[src/rtl/instrDecPkg.sv]
package instrDecPkg;
  localparam int WORD_W = 16;
  localparam int REG_W  = 5;
  localparam int IMM_W  = 8;
  localparam int TGT_W  = 22;
  localparam int OP_W   = 5;
  localparam int HI_W   = TGT_W - WORD_W;

  typedef enum logic [OP_W-1:0] {
    OP_NOP    = 5'd0,
    OP_MOVW   = 5'd1,
    OP_MULS   = 5'd2,
    OP_MULSU  = 5'd3,
    OP_FMUL   = 5'd4,
    OP_FMULS  = 5'd5,
    OP_FMULSU = 5'd6,
    OP_ADD    = 5'd7,
    OP_SUB    = 5'd8,
    OP_AND    = 5'd9,
    OP_EOR    = 5'd10,
    OP_OR     = 5'd11,
    OP_MOV    = 5'd12,
    OP_MUL    = 5'd13,
    OP_CPI    = 5'd14,
    OP_SBCI   = 5'd15,
    OP_SUBI   = 5'd16,
    OP_ORI    = 5'd17,
    OP_ANDI   = 5'd18,
    OP_LDI    = 5'd19,
    OP_ADIW   = 5'd20,
    OP_SBIW   = 5'd21,
    OP_JMP    = 5'd22,
    OP_CALL   = 5'd23,
    OP_ILLEGAL = 5'd31
  } opClass_e;

  typedef struct packed {
    logic captureFirst;
    logic emitSingle;
    logic emitLong;
  } ctlStrobes_t;

  typedef struct packed {
    opClass_e           op;
    logic [REG_W-1:0]   dst;
    logic [REG_W-1:0]   src;
    logic [IMM_W-1:0]   imm;
    logic               illegal;
    logic               twoWord;
  } decoded_t;
endpackage

[src/rtl/decClassify.sv]
module decClassify
  import instrDecPkg::*;
(
  input  logic [WORD_W-1:0] word,
  output decoded_t          dec
);
  always_comb begin
    dec = '0;
    dec.op = OP_ILLEGAL;
    dec.illegal = 1'b1;
    casez (word)
      16'b0000_0000_0000_0000: begin
        dec.op = OP_NOP;
        dec.illegal = 1'b0;
      end
      16'b0000_0001_????_????: begin
        dec.op = OP_MOVW;
        dec.illegal = 1'b0;
        dec.dst = {word[7:4], 1'b0};
        dec.src = {word[3:0], 1'b0};
      end
      16'b0000_0010_????_????: begin
        dec.op = OP_MULS;
        dec.illegal = 1'b0;
        dec.dst = {1'b1, word[7:4]};
        dec.src = {1'b1, word[3:0]};
      end
      16'b0000_0011_????_????: begin
        dec.illegal = 1'b0;
        dec.dst = {2'b10, word[6:4]};
        dec.src = {2'b10, word[2:0]};
        case ({word[7], word[3]})
          2'b00:   dec.op = OP_MULSU;
          2'b01:   dec.op = OP_FMUL;
          2'b10:   dec.op = OP_FMULS;
          default: dec.op = OP_FMULSU;
        endcase
      end
      16'b0000_11??_????_????, 16'b0001_10??_????_????,
      16'b0010_????_????_????, 16'b1001_11??_????_????: begin
        dec.illegal = 1'b0;
        dec.dst = word[8:4];
        dec.src = {word[9], word[3:0]};
        case (word[15:10])
          6'b000011: dec.op = OP_ADD;
          6'b000110: dec.op = OP_SUB;
          6'b001000: dec.op = OP_AND;
          6'b001001: dec.op = OP_EOR;
          6'b001010: dec.op = OP_OR;
          6'b001011: dec.op = OP_MOV;
          default:   dec.op = OP_MUL;
        endcase
      end
      16'b0011_????_????_????, 16'b01??_????_????_????,
      16'b1110_????_????_????: begin
        dec.illegal = 1'b0;
        dec.dst = {1'b1, word[7:4]};
        dec.imm = {word[11:8], word[3:0]};
        case (word[15:12])
          4'b0011: dec.op = OP_CPI;
          4'b0100: dec.op = OP_SBCI;
          4'b0101: dec.op = OP_SUBI;
          4'b0110: dec.op = OP_ORI;
          4'b0111: dec.op = OP_ANDI;
          default: dec.op = OP_LDI;
        endcase
      end
      16'b1001_011?_????_????: begin
        dec.illegal = 1'b0;
        dec.op = word[8] ? OP_SBIW : OP_ADIW;
        dec.dst = {2'b11, word[5:4], 1'b0};
        dec.imm = {2'b00, word[7:6], word[3:0]};
      end
      16'b1001_010?_????_11??: begin
        dec.illegal = 1'b0;
        dec.twoWord = 1'b1;
        dec.op = word[1] ? OP_CALL : OP_JMP;
      end
      default: ;
    endcase
  end
endmodule

[src/rtl/decControl.sv]
module decControl
  import instrDecPkg::*;
(
  input  logic        clk,
  input  logic        rst,
  input  logic        inValid,
  input  logic        isTwoWord,
  output ctlStrobes_t strobes,
  output logic        pendingQ
);
  always_comb begin
    strobes.captureFirst = inValid && !pendingQ && isTwoWord;
    strobes.emitSingle   = inValid && !pendingQ && !isTwoWord;
    strobes.emitLong     = inValid && pendingQ;
  end

  always_ff @(posedge clk) begin
    if (rst)
      pendingQ <= 1'b0;
    else if (strobes.captureFirst)
      pendingQ <= 1'b1;
    else if (strobes.emitLong)
      pendingQ <= 1'b0;
  end
endmodule

[src/rtl/decDatapath.sv]
module decDatapath
  import instrDecPkg::*;
(
  input  logic              clk,
  input  logic              rst,
  input  logic [WORD_W-1:0] inWord,
  input  ctlStrobes_t       strobes,
  input  decoded_t          dec,
  output logic              outValid,
  output opClass_e          outOp,
  output logic [REG_W-1:0]  outDst,
  output logic [REG_W-1:0]  outSrc,
  output logic [IMM_W-1:0]  outImm,
  output logic [TGT_W-1:0]  outTarget,
  output logic              outIllegal
);
  logic [HI_W-1:0] pendHi;
  logic            pendCall;

  always_ff @(posedge clk) begin
    if (rst) begin
      pendHi   <= '0;
      pendCall <= 1'b0;
    end else if (strobes.captureFirst) begin
      pendHi   <= {inWord[8:4], inWord[0]};
      pendCall <= inWord[1];
    end
  end

  always_ff @(posedge clk) begin
    if (rst) begin
      outValid   <= 1'b0;
      outOp      <= OP_NOP;
      outDst     <= '0;
      outSrc     <= '0;
      outImm     <= '0;
      outTarget  <= '0;
      outIllegal <= 1'b0;
    end else begin
      outValid   <= strobes.emitSingle || strobes.emitLong;
      outIllegal <= strobes.emitSingle && dec.illegal;
      if (strobes.emitLong) begin
        outOp     <= pendCall ? OP_CALL : OP_JMP;
        outDst    <= '0;
        outSrc    <= '0;
        outImm    <= '0;
        outTarget <= {pendHi, inWord};
      end else if (strobes.emitSingle) begin
        outOp     <= dec.op;
        outDst    <= dec.dst;
        outSrc    <= dec.src;
        outImm    <= dec.imm;
        outTarget <= '0;
      end
    end
  end
endmodule

[src/rtl/instrStreamDecoder.sv]
module instrStreamDecoder
  import instrDecPkg::*;
(
  input  logic        clk,
  input  logic        rst,
  input  logic        inValid,
  input  logic [15:0] inWord,
  output logic        outValid,
  output logic [4:0]  outOp,
  output logic [4:0]  outDst,
  output logic [4:0]  outSrc,
  output logic [7:0]  outImm,
  output logic [21:0] outTarget,
  output logic        outIllegal
);
  decoded_t    dec;
  ctlStrobes_t strobes;
  logic        pendingQ;
  opClass_e    opQ;

  decClassify uClassify (
    .word (inWord),
    .dec  (dec)
  );

  decControl uControl (
    .clk       (clk),
    .rst       (rst),
    .inValid   (inValid),
    .isTwoWord (dec.twoWord),
    .strobes   (strobes),
    .pendingQ  (pendingQ)
  );

  decDatapath uDatapath (
    .clk        (clk),
    .rst        (rst),
    .inWord     (inWord),
    .strobes    (strobes),
    .dec        (dec),
    .outValid   (outValid),
    .outOp      (opQ),
    .outDst     (outDst),
    .outSrc     (outSrc),
    .outImm     (outImm),
    .outTarget  (outTarget),
    .outIllegal (outIllegal)
  );

  assign outOp = opQ;
endmodule

[config.mk]
export PLATFORM = sky130hd
export DESIGN_NAME = instrStreamDecoder
export DESIGN_NICKNAME = d
export VERILOG_FILES = /design/src/rtl/instrDecPkg.sv /design/src/rtl/decClassify.sv /design/src/rtl/decControl.sv /design/src/rtl/decDatapath.sv /design/src/rtl/instrStreamDecoder.sv
export SDC_FILE = /design/constraint.sdc
export NUM_CORES = 1
export LEC_CHECK = 0
export BUFFER_PORTS_ARGS = -buffer_cell sky130_fd_sc_hd__clkbuf_2
export CAP_MARGIN = 30
export CORE_MARGIN = 2
export CORE_UTILIZATION = 25
export DETAILED_ROUTE_END_ITERATION = 8
export GPL_TIMING_DRIVEN = 0
export HOLD_SLACK_MARGIN = 0.03
export SETUP_SLACK_MARGIN = 0.5
export SLEW_MARGIN = 10
export SYNTH_ARGS = -nofsm -noshare
export SYNTH_HDL_FRONTEND = slang
export SYNTH_SLANG_ARGS = --single-unit
[constraint.sdc]
create_clock -name clk -period 4.5 [get_ports clk]
set_input_delay 0.225 -clock clk [delete_from_list [all_inputs] [get_ports clk]]
set_output_delay 0.225 -clock clk [all_outputs]
set_load 0.005 [all_outputs]
==> impl_results.md, run 1 <==
- Outcome: complete, no violations
- Share of layout cells above drive strength 1: 21.6%
- Later-pin clock latency in the skew report: 0.32 ns
- Slew HR: 53.8%
- Pin count of the biggest net entering global routing: 19
- Initial core utilization: between 20 and 30%
- Reg2reg setup slack: 2.59 ns
- Final WS setup: ~2.4 ns
- Critical path class: in2reg
- Number of flops mapped to enable cells by yosys: 0
- Clock slew at reported path FFs: between 0.1 and 0.15 ns
- Die area: 11300 um^2
- Vias in the first global route: 2440
- Final period util: 46.9%
- Seq/Total Area, Yosys: 42.0%
- Ys async rst share: 0%
- Crit path required time: about 4.7 ns
- Total I/O pin count: 66
- First-pass GRT wire length: 13000 um
- Core footprint: 10200 um^2
- Setup violators final: 0
- WL/cell: 15.3 um
- H-tree levels: 2
- Die Wd: between 100 and 150 um
- Initial antenna violation count: 0
- Post-synthesis cell type count: 53
- Inst Count DP: 507
- Synthesis warning total: 0
- Setup WS pre-CTS: 2.16 ns
- Syn_area_per_cell: 8.51 um^2
- Critical path arrival: about 2.4 ns
- CTS sink cnt: 55
- Synth Register Bits: 55
- Leakage: 1.26 nW
- Synth Flop Type: dfxtp_1
- TritonCTS clock tree: done
- Hold-fix buffers at CTS: 0
- Final Skew: ~0.0075 ns
- Synth Instances: roughly 310
- DRT Wirelength: between 7000 and 8000 um
- GRT Overall Usage: 14.3%
- Pwr Total: 0.920 mW
- Antenna viol nets, final: 0
- CP max FO: 10
- Via density per instance: 4.96
- Die height: about 110 um
- Longest Clk Path Bufs: 2
- Final std cells w/o fill: 515
- Cts repair resizes: 0
- DRT Pass-1 Iters: 4
- Via count: 2554
- Post-CTS setup buffers: 0
- Nets: 400
- Row count: 37
- Top cells by area, synth: dfxtp_1, nor2_1, a22oi_1
- Layout Area Growth over Synthesis: 22.1%
- Cell taking the most area after synthesis: dfxtp_1
- Total Neg Setup Slack: 0 ns
- Hold Vio Cnt, Final: 0
- Buffers on Ports: 63
- Max_cap viols: 0
- Power Dens Cells: 288 nW/um^2
- TritonCTS Buffers: 5
- DRC viols: 0
- Share of the synthesized area in the top cell type: 42.0%
- Detail Placement HPWL: 5990 um
- Startpoint types: input pin
- Worst slew pin tran: approximately 0.69 ns
- GPL Wtd Cong: 0.943
- Root Buffer: clkbuf_8
- Global route total overflow: 0
- Mapped Nets: 330
- F_max: 474 MHz
- Slew Limit Fails: 0
- Antenna cells: 0
- First DRT Iteration DRCs: 104
- Synthesized area: 2620 um^2
- Max VDD drop: between 150 and 200 uV
- Min Tclk post-route: 2.11 ns
- Hold crit path type: in2reg
- Crit. End Element: register
- RSZ-0062 raised after global routing: no
## layout by cell type, fill, tap and decap left out, types with 2 or more instances in the layout
cell / Yosys / layout
o31ai_1: 3 / 3
o21ai_0: 8 / 8
mux2i_1: 7 / 7
a32o_1: 2 / 2
clkinvlp_4: 0 / 2
and2_1: 5 / 5
buf_2: 5 / 5
a31oi_1: 2 / 2
clkbuf_1: 19 / 19
a221oi_1: 2 / 2
nand2b_1: 6 / 6
a22o_1: 3 / 3
inv_1: 8 / 8
o32a_1: 2 / 2
a221o_1: 2 / 2
a21oi_1: 19 / 19
nand3_1: 8 / 8
a22oi_1: 23 / 23
nor3_1: 7 / 7
nand2_1: 21 / 21
ha_1: 3 / 3
a311oi_1: 2 / 2
nand3b_1: 5 / 5
nor2_1: 47 / 47
nor4_1: 4 / 4
o21a_1: 2 / 2
nor2b_1: 5 / 5
a211o_1: 3 / 3
dfxtp_1: 55 / 55
clkbuf_8: 0 / 5
a211oi_1: 6 / 6
clkbuf_2: 0 / 63
## state kept, by name, summed over array words and instances (netlist names)
signal and cells:
uDatapath.outTarget 22, uDatapath.pendHi 6, uDatapath.outSrc 5, uDatapath.outOp 5, uControl.pendingQ 1, uDatapath.outValid 1, uDatapath.outImm 8, uDatapath.outDst 5
uDatapath.outIllegal 1, uDatapath.pendCall 1
## logic make-up after synthesis
| kind of cell | Yosys count | share of synthesized area [%] |
|---|---|---|
| xor+xnor | 1 | 0.334 |
| mux | 7 | 2.67 |
| compound gates | 91 | 26.3 |
| simple gates | 118 | 22.0 |
| fa+ha+maj | 3 | 1.43 |
| buf+inv | 33 | 5.25 |
| flops | 55 | 42.0 |
## critical path, cell delays in order
cell	delay, ns
clkbuf_2	0.10
clkbuf_1	0.28
nor4_1	0.47
nand2_1	0.27
nor3_1	0.59
a211oi_1	0.17
o31ai_1	0.24
## worst paths after layout
| kind | start | to | cells past startpoint |
|---|---|---|---|
| max | inWord[11] | uDatapath.outSrc[1] | 7 |
| min | inWord[4] | uDatapath.outDst[0] | 2 |
| max reg2reg | uControl.pendingQ | uDatapath.outDst[1] | 6 |
| min reg2reg | uDatapath.outSrc[0] | uDatapath.outSrc[0] | 2 |
## layer usage
metal	vias up	track usage, %	routed length [um]
li1	1258	-	-
met1	1214	19.3	3610
met2	73	23.4	3760
met3	9	3.31	440
met4	0	2.63	71
met5	-	0	0
## cell type report
cell class                      count  area, um^2
Inverter                            8        30.0
Fill cell                        1107        7030
Clock inverter                      3        23.8
Buffer                             25         108
Sequential cell                    55        1100
Multi-Input combinational cell    220        1380
Timing Repair Buffer               63         315
Clock buffer                        5        68.8
Tap cell                          136         170
## Yosys cell counts, types with 4 or more instances
| master | instances |
|---|---|
| and2_1 | 5 |
| a211oi_1 | 6 |
| dfxtp_1 | 55 |
| a22oi_1 | 23 |
| nor2b_1 | 5 |
| a21oi_1 | 19 |
| inv_1 | 8 |
| mux2i_1 | 7 |
| nor2_1 | 47 |
| o21ai_0 | 8 |
| nand2b_1 | 6 |
| nand3_1 | 8 |
| nand2_1 | 21 |
| clkbuf_1 | 19 |
| buf_2 | 5 |
| nor3_1 | 7 |
| nor4_1 | 4 |
| nand3b_1 | 5 |
## through the flow
step | util, % | hold slack [ns] | cell area [um^2]
2_1_floorplan | - | 0.351 | 2620
3_3_place_gp | 30.4 | 0.432 | 3110
3_5_place_dp | 30.4 | 0.437 | 3110
4_1_cts | 31.3 | 0.233 | 3200
5_1_grt | 31.3 | 0.241 | 3200
6_report | 31.3 | 0.227 | 3200
## power breakdown
part | switching [mW] | internal, mW | leakage, nW
sequential | 0.00680 | 0.498 | 0.446
clock | 0.173 | 0.112 | 0.0408
combinational | 0.0834 | 0.0474 | 0.777
total | 0.263 | 0.657 | 1.26
No activity file was read; power rests on OpenSTA's default activity.
==> run 2: changes to the inputs <==
==> constraint.sdc (replaced) <==
create_clock -name clk -period 1.8 [get_ports clk]
set_input_delay 0.09 -clock clk [delete_from_list [all_inputs] [get_ports clk]]
set_output_delay 0.09 -clock clk [all_outputs]
set_load 0.005 [all_outputs]
==> impl_results.md, run 2 (synthesized netlist as in run 1, its figures left out) <==
- Crit path required time: 2.06 ns
- Die height: 106 um
- Clock slew at reported path FFs: between 0.1 and 0.15 ns
- Die Wd: around 110 um
- Pin count of the biggest net entering global routing: 21
- DRT Wirelength: 9230 um
- GPL Wtd Cong: 0.857
- Footprint of the multi-input gates: 1670 um^2
- First-pass GRT wire length: 13900 um
- Crit. End Element: register
- TritonCTS Buffers: 5
- Comb pwr share: between 20% and 30%
- Global route total overflow: 0
- Nets: 447
- Buffers on Ports: 63
- Hold WS: 0.107 ns
- Commonest non-fill, non-tap cell in the layout: clkbuf_2
- Leakage: 1.68 nW
- Hold Vio Cnt, Final: 0
- WL/cell: 16.4 um
- Slowest CP cell: o41a_1
- Row count: 37
- GRT Overall Usage: 15.6%
- Top flop regs: uDatapath.outTarget x22, uDatapath.outImm x8, uDatapath.pendHi x6
- Startpoint types: register
- Critical path class: reg2reg
- DRT Pass-1 Iters: 4
- Total I/O pin count: 66
- Min Tclk post-route: 1.45 ns
- Total Neg Setup Slack: 0 ns
- Slew Limit Fails: 0
- Switching Fraction: 29.4%
- Storage cell area: between 1000 and 1500 um^2
- Share of layout cells above drive strength 1: 45.3%
- Max FFs per register: 22
- CTS sink cnt: 55
- Via density per instance: 4.98
- Slew HR: 65.8%
- TritonCTS clock tree: done
- Die area: 11300 um^2
- Longest Clk Path Bufs: 2
- Fillers: a little over 1000
- Hold Path Sink: uDatapath.outImm[2]
- DRC viols: 0
- RSZ-0062 raised after global routing: yes
- Hold crit path type: in2reg
- NetSw: around 0.74 mW
- Reg2reg start: uControl.pendingQ
- CP cell instances: o41a_1 > o32a_1 > and4_4 > a211oi_2
- Internal power: 1.78 mW
- Largest register by flop count: uDatapath.outTarget
- Setup violators final: 0
- Critical path arrival: 1.72 ns
- F_max: 689 MHz
- Most frequent cells in the layout: clkbuf_2, dfxtp_1, nor2_1
- Antenna cells: 0
- Detail Placement HPWL: 6070 um
- Clk pwr share: 29.6%
- H-tree levels: 2
- Crit Reg-Reg Endpoint: uDatapath.outOp[0]
- First DRT Iteration DRCs: 152
- Initial core utilization: 25.6%
- Crit-path max cell delay: roughly 0.45 ns
- Outcome: complete, no violations
- Worst slew pin tran: approximately 0.51 ns
- Antenna viol nets, final: 0
- Core footprint: between 10000 and 15000 um^2
- Max VDD drop: 337 uV
- Power Dens Cells: approximately 600 nW/um^2
- Reg2reg setup slack: ~0.35 ns
- Final period util: a little over 80%
- Flop pwr share: 49.9%
- Reg2Reg Depth: 4
- Root Buffer: clkbuf_8
- Vias in the first global route: 2673
- Final Skew: 0.0128 ns
- Hold Crit Start: inWord[2]
- WHS Path Cells: 3
- Later-pin clock latency in the skew report: 0.33 ns
- DP Area: ~3200 um^2
- Final Instance Area: 4100 um^2
- Max_cap viols: 0
- Initial antenna violation count: 0
- Layout Area Growth over Synthesis: 56.6%
- CP max FO: 5
- Via count: 2797
-- run 2: cell types whose count changed in the layout (fill, tap and decap cells not counted), moves of 6 or more --
cell | previous run | this run
buf_4 | 0 | 31
buf_6 | 1 | 20
clkbuf_1 | 19 | 7
a22oi_2 | 0 | 18
buf_8 | 0 | 6
nor2_1 | 47 | 41
nor3_1 | 7 | 1
a22oi_1 | 23 | 5
-- run 2: per-stage QoR --
step           instances  power [mW]  util [%]  setup slack [ns]
2_1_floorplan        308        1.50         -             0.202
3_3_place_gp         507        1.64      31.4            -0.215
3_5_place_dp         507        1.64      31.4            -0.228
4_1_cts              545        2.46      36.8             0.352
5_1_grt              562        2.62      40.1             0.307
6_report             562        2.53      40.1             0.348
-- run 2: timing repair --
item	in CTS	in global routing
setup buffers	27	16
hold buffers	0	0
resized for setup	58	55
pin swaps	26	31
setup endpoints to repair	53	54
gates cloned	3	1
-- run 2: critical path: cells and delay by family, from the launching register on --
family	cells	cell delay (ns)
DFF	1	0.38
and+or+nand+nor	1	0.18
AOI/OAI and AO/OA	3	0.83
-- run 2: worst max-delay path by stage --
stage	startpoint	endpoint	slack, ns
final	uControl.pendingQ	uDatapath.outOp[0]	0.35
after global routing	uControl.pendingQ	uDatapath.outOp[3]	0.31
after CTS	uControl.pendingQ	uDatapath.outOp[0]	0.35
after detailed placement	inWord[3]	uDatapath.outDst[1]	-0.23
after global placement	inWord[3]	uDatapath.outDst[1]	-0.22
after floorplan	inWord[14]	uDatapath.outOp[0]	0.20
-- run 2: final cells by class --
cell class              count  area share [%]
flip-flops and latches     55            26.9
repair buffers            110            19.6
clock inverters             3           0.701
multi-input cells         220            40.8
inverters                   8           0.732
clock buffers               5            1.68
well taps                 136            4.15
plain buffers              25            5.40
-- run 2: per-layer routing --
layer / share of wire [%] / wire length [um] / vias up / global-route usage, %
li1: - / - / 1358 / -
met1: 42 / 3860 / 1333 / 19.5
met2: 50 / 4620 / 91 / 26.7
met3: 6.0 / 552 / 15 / 3.07
met4: 2.1 / 191 / 0 / 5.08
met5: 0 / 0 / - / 0
-- run 2: power groups by stage --
stage | registers [mW] | logic (mW) | clock network [mW]
final | 1.26 | 0.519 | 0.747
after global routing | 1.27 | 0.557 | 0.798
after CTS | 1.26 | 0.436 | 0.759
after detailed placement | 1.29 | 0.349 | 0
after global placement | 1.29 | 0.345 | 0
after floorplan | 1.29 | 0.212 | 0
==> run 3: changes to the inputs <==
==> constraint.sdc (replaced) <==
create_clock -name clk -period 1.5 [get_ports clk]
set_input_delay 0.075 -clock clk [delete_from_list [all_inputs] [get_ports clk]]
set_output_delay 0.075 -clock clk [all_outputs]
set_load 0.005 [all_outputs]
==> impl_results.md, run 3 (synthesized netlist as in run 1, its figures left out) <==
- Outcome: complete, no violations
- Reg2reg start: uControl.pendingQ
- Crit Reg-Reg Endpoint: uDatapath.outOp[3]
- Most frequent cells in the layout: clkbuf_2, dfxtp_1, nor2_1
- Initial antenna violation count: 0
- First DRT Iteration DRCs: 153
- Root Buffer: clkbuf_8
- Critical path arrival: 1.69 ns
- Hold Vio Cnt, Final: 0
- GRT Overall Usage: 15.9%
- Later-pin clock latency in the skew report: 0.32 ns
- Worst Setup SP: uControl.pendingQ
- WL/cell: 16.4 um
- Vias in the first global route: 2752
- F_max: 689 MHz
- NetSw: 0.844 mW
- Final Skew: 0.00898 ns
- Pwr Total: 2.93 mW
- Total I/O pin count: 66
- First-pass GRT wire length: 14300 um
- Pin count of the biggest net entering global routing: 18
- Longest Clk Path Bufs: 2
- Switching Fraction: 28.8%
- Footprint of the multi-input gates: between 1500 and 2000 um^2
- Die height: 106 um
- Crit. End Element: register
- Reg2Reg Depth: 5
- Layout Area Growth over Synthesis: 53.0%
- Antenna viol nets, final: 0
- CTS sink cnt: between 50 and 60
- DRC viols: 0
- Buffers on Ports: 63
- CP top delay family: compound AO/OA/AOI/OAI gates
- Internal power: 2.09 mW
- CP cell instances: o41a_1 > nor2_2 > buf_6 > a22oi_1 > o21ai_0
- Fillers: ~1000
- Worst slew pin tran: 0.560 ns
- Slew HR: 62.7%
- CP Capture Point: uDatapath.outOp[3]
- Hold WS: 0.0811 ns
- Antenna cells: 0
- Clock slew at reported path FFs: about 0.10 ns
- Initial core utilization: about a quarter
- Share of layout cells above drive strength 1: between 40% and 50%
- Min Tclk post-route: 1.45 ns
- Core footprint: 10200 um^2
- Hold-fix buffers at CTS: 0
- Hold crit path type: in2reg
- Clk pwr share: approximately 29%
- Max VDD drop: 451 uV
- Reg2reg setup slack: between 0.04 and 0.05 ns
- GPL Wtd Cong: 0.888
- Critical path class: reg2reg
- Detail Placement HPWL: 6160 um
- Crit path required time: 1.74 ns
- Leakage: 1.63 nW
- DRT Wirelength: 9090 um
- Max_cap viols: 0
- Top flop regs: uDatapath.outTarget x22, uDatapath.outImm x8, uDatapath.pendHi x6
- Via count: 2749
- Global route total overflow: 0
- Flop pwr share: between 50 and 60%
- Final period util: 96.8%
- Die area: 11300 um^2
- CP max FO: 10
- Row count: 37
- Startpoint types: register
- DRT Pass-1 Iters: 5
- Comb pwr share: 19.8%
- Crit path buf inv count: 1
- Die Wd: between 100 and 150 um
- Via density per instance: 4.97
- CP Depth: 5
- Power Dens Cells: 732 nW/um^2
- Commonest non-fill, non-tap cell in the layout: clkbuf_2
- Slew Limit Fails: 0
- H-tree levels: 2
- TritonCTS Buffers: 5
- TritonCTS clock tree: done
- RSZ-0062 raised after global routing: yes
- Slowest CP cell: o41a_1
- Largest register by flop count: uDatapath.outTarget
- Max FFs per register: 22
- Crit-path max cell delay: 0.47 ns
- Nets: between 400 and 500
- Storage cell area: 1100 um^2
- Setup violators final: 0
[run 3: cell count changes in the layout (fill, tap and decap cells not counted), moves of 2 or more]
cell | previous run | this run
buf_6 | 20 | 15
and2_1 | 4 | 2
and2_4 | 1 | 3
buf_4 | 31 | 29
clkinv_4 | 0 | 2
inv_6 | 2 | 0
[run 3: power groups by stage]
stage                     combinational, mW  clock [mW]  sequential (mW)
after floorplan                       0.257           0             1.55
after global placement                0.415           0             1.55
after detailed placement              0.420           0             1.55
after CTS                             0.529       0.857             1.51
after global routing                  0.623       0.912             1.52
final                                 0.579       0.841             1.51
[run 3: stage by stage]
| stage | setup TNS (ns) | util, % | setup WS, ns | std cells | instance area, um^2 |
|---|---|---|---|---|---|
| floorplan | -0.327 | - | -0.0828 | 308 | 2740 |
| global placement | -14.88 | 31.5 | -0.516 | 507 | 3230 |
| detailed placement | -15.66 | 31.5 | -0.541 | 507 | 3230 |
| CTS | 0 | 37.5 | 0.0383 | 545 | 3830 |
| global route | -0.0117 | 39.2 | -0.0117 | 553 | 4010 |
| finish | 0 | 39.2 | 0.0481 | 553 | 4010 |
[run 3: how the worst min path moves through the flow]
stage               startpoint             endpoint  slack (ns)  cells after the start
floorplan            inWord[4]  uDatapath.outDst[0]        0.20                      1
global placement     inWord[4]  uDatapath.outDst[0]        0.40                      2
detailed placement   inWord[4]  uDatapath.outDst[0]        0.40                      2
CTS                  inWord[4]  uDatapath.outDst[0]        0.08                      2
global route         inWord[4]  uDatapath.outDst[0]        0.11                      2
finish               inWord[4]  uDatapath.outDst[0]        0.08                      2
[run 3: worst reg2reg max path, delay by kind of cell (launching register included)]
kind            cells  cell delay (ns)
compound gates      3             0.65
flops               1             0.38
simple gates        1             0.18
buf+inv             1             0.17
[run 3: timing repair]
action / in CTS / in global routing
endpoints found under the setup margin: 55 / 55
pin swaps: 31 / 13
setup buffers: 27 / 8
gates resized for setup: 74 / 37
gates cloned: 3 / 0
endpoints found under the hold margin: 0 / 0
[run 3: layout make-up]
class | instances | share of cell area, %
plain buffers | 25 | 5.74
repair buffers | 101 | 17.2
flip-flops and latches | 55 | 27.6
inverters | 8 | 0.749
well taps | 136 | 4.24
multi-input cells | 220 | 42.3
clock inverters | 2 | 0.437
clock buffers | 6 | 1.81
[run 3: metal layers]
layer	share of wire, %	up-vias	global-route usage (%)	routed length [um]
met5	0	-	0	0
met4	1.1	0	4.14	100
met3	5.4	12	2.94	487
met2	50	88	27.3	4500
met1	44	1313	20.3	3990
li1	-	1336	-	-
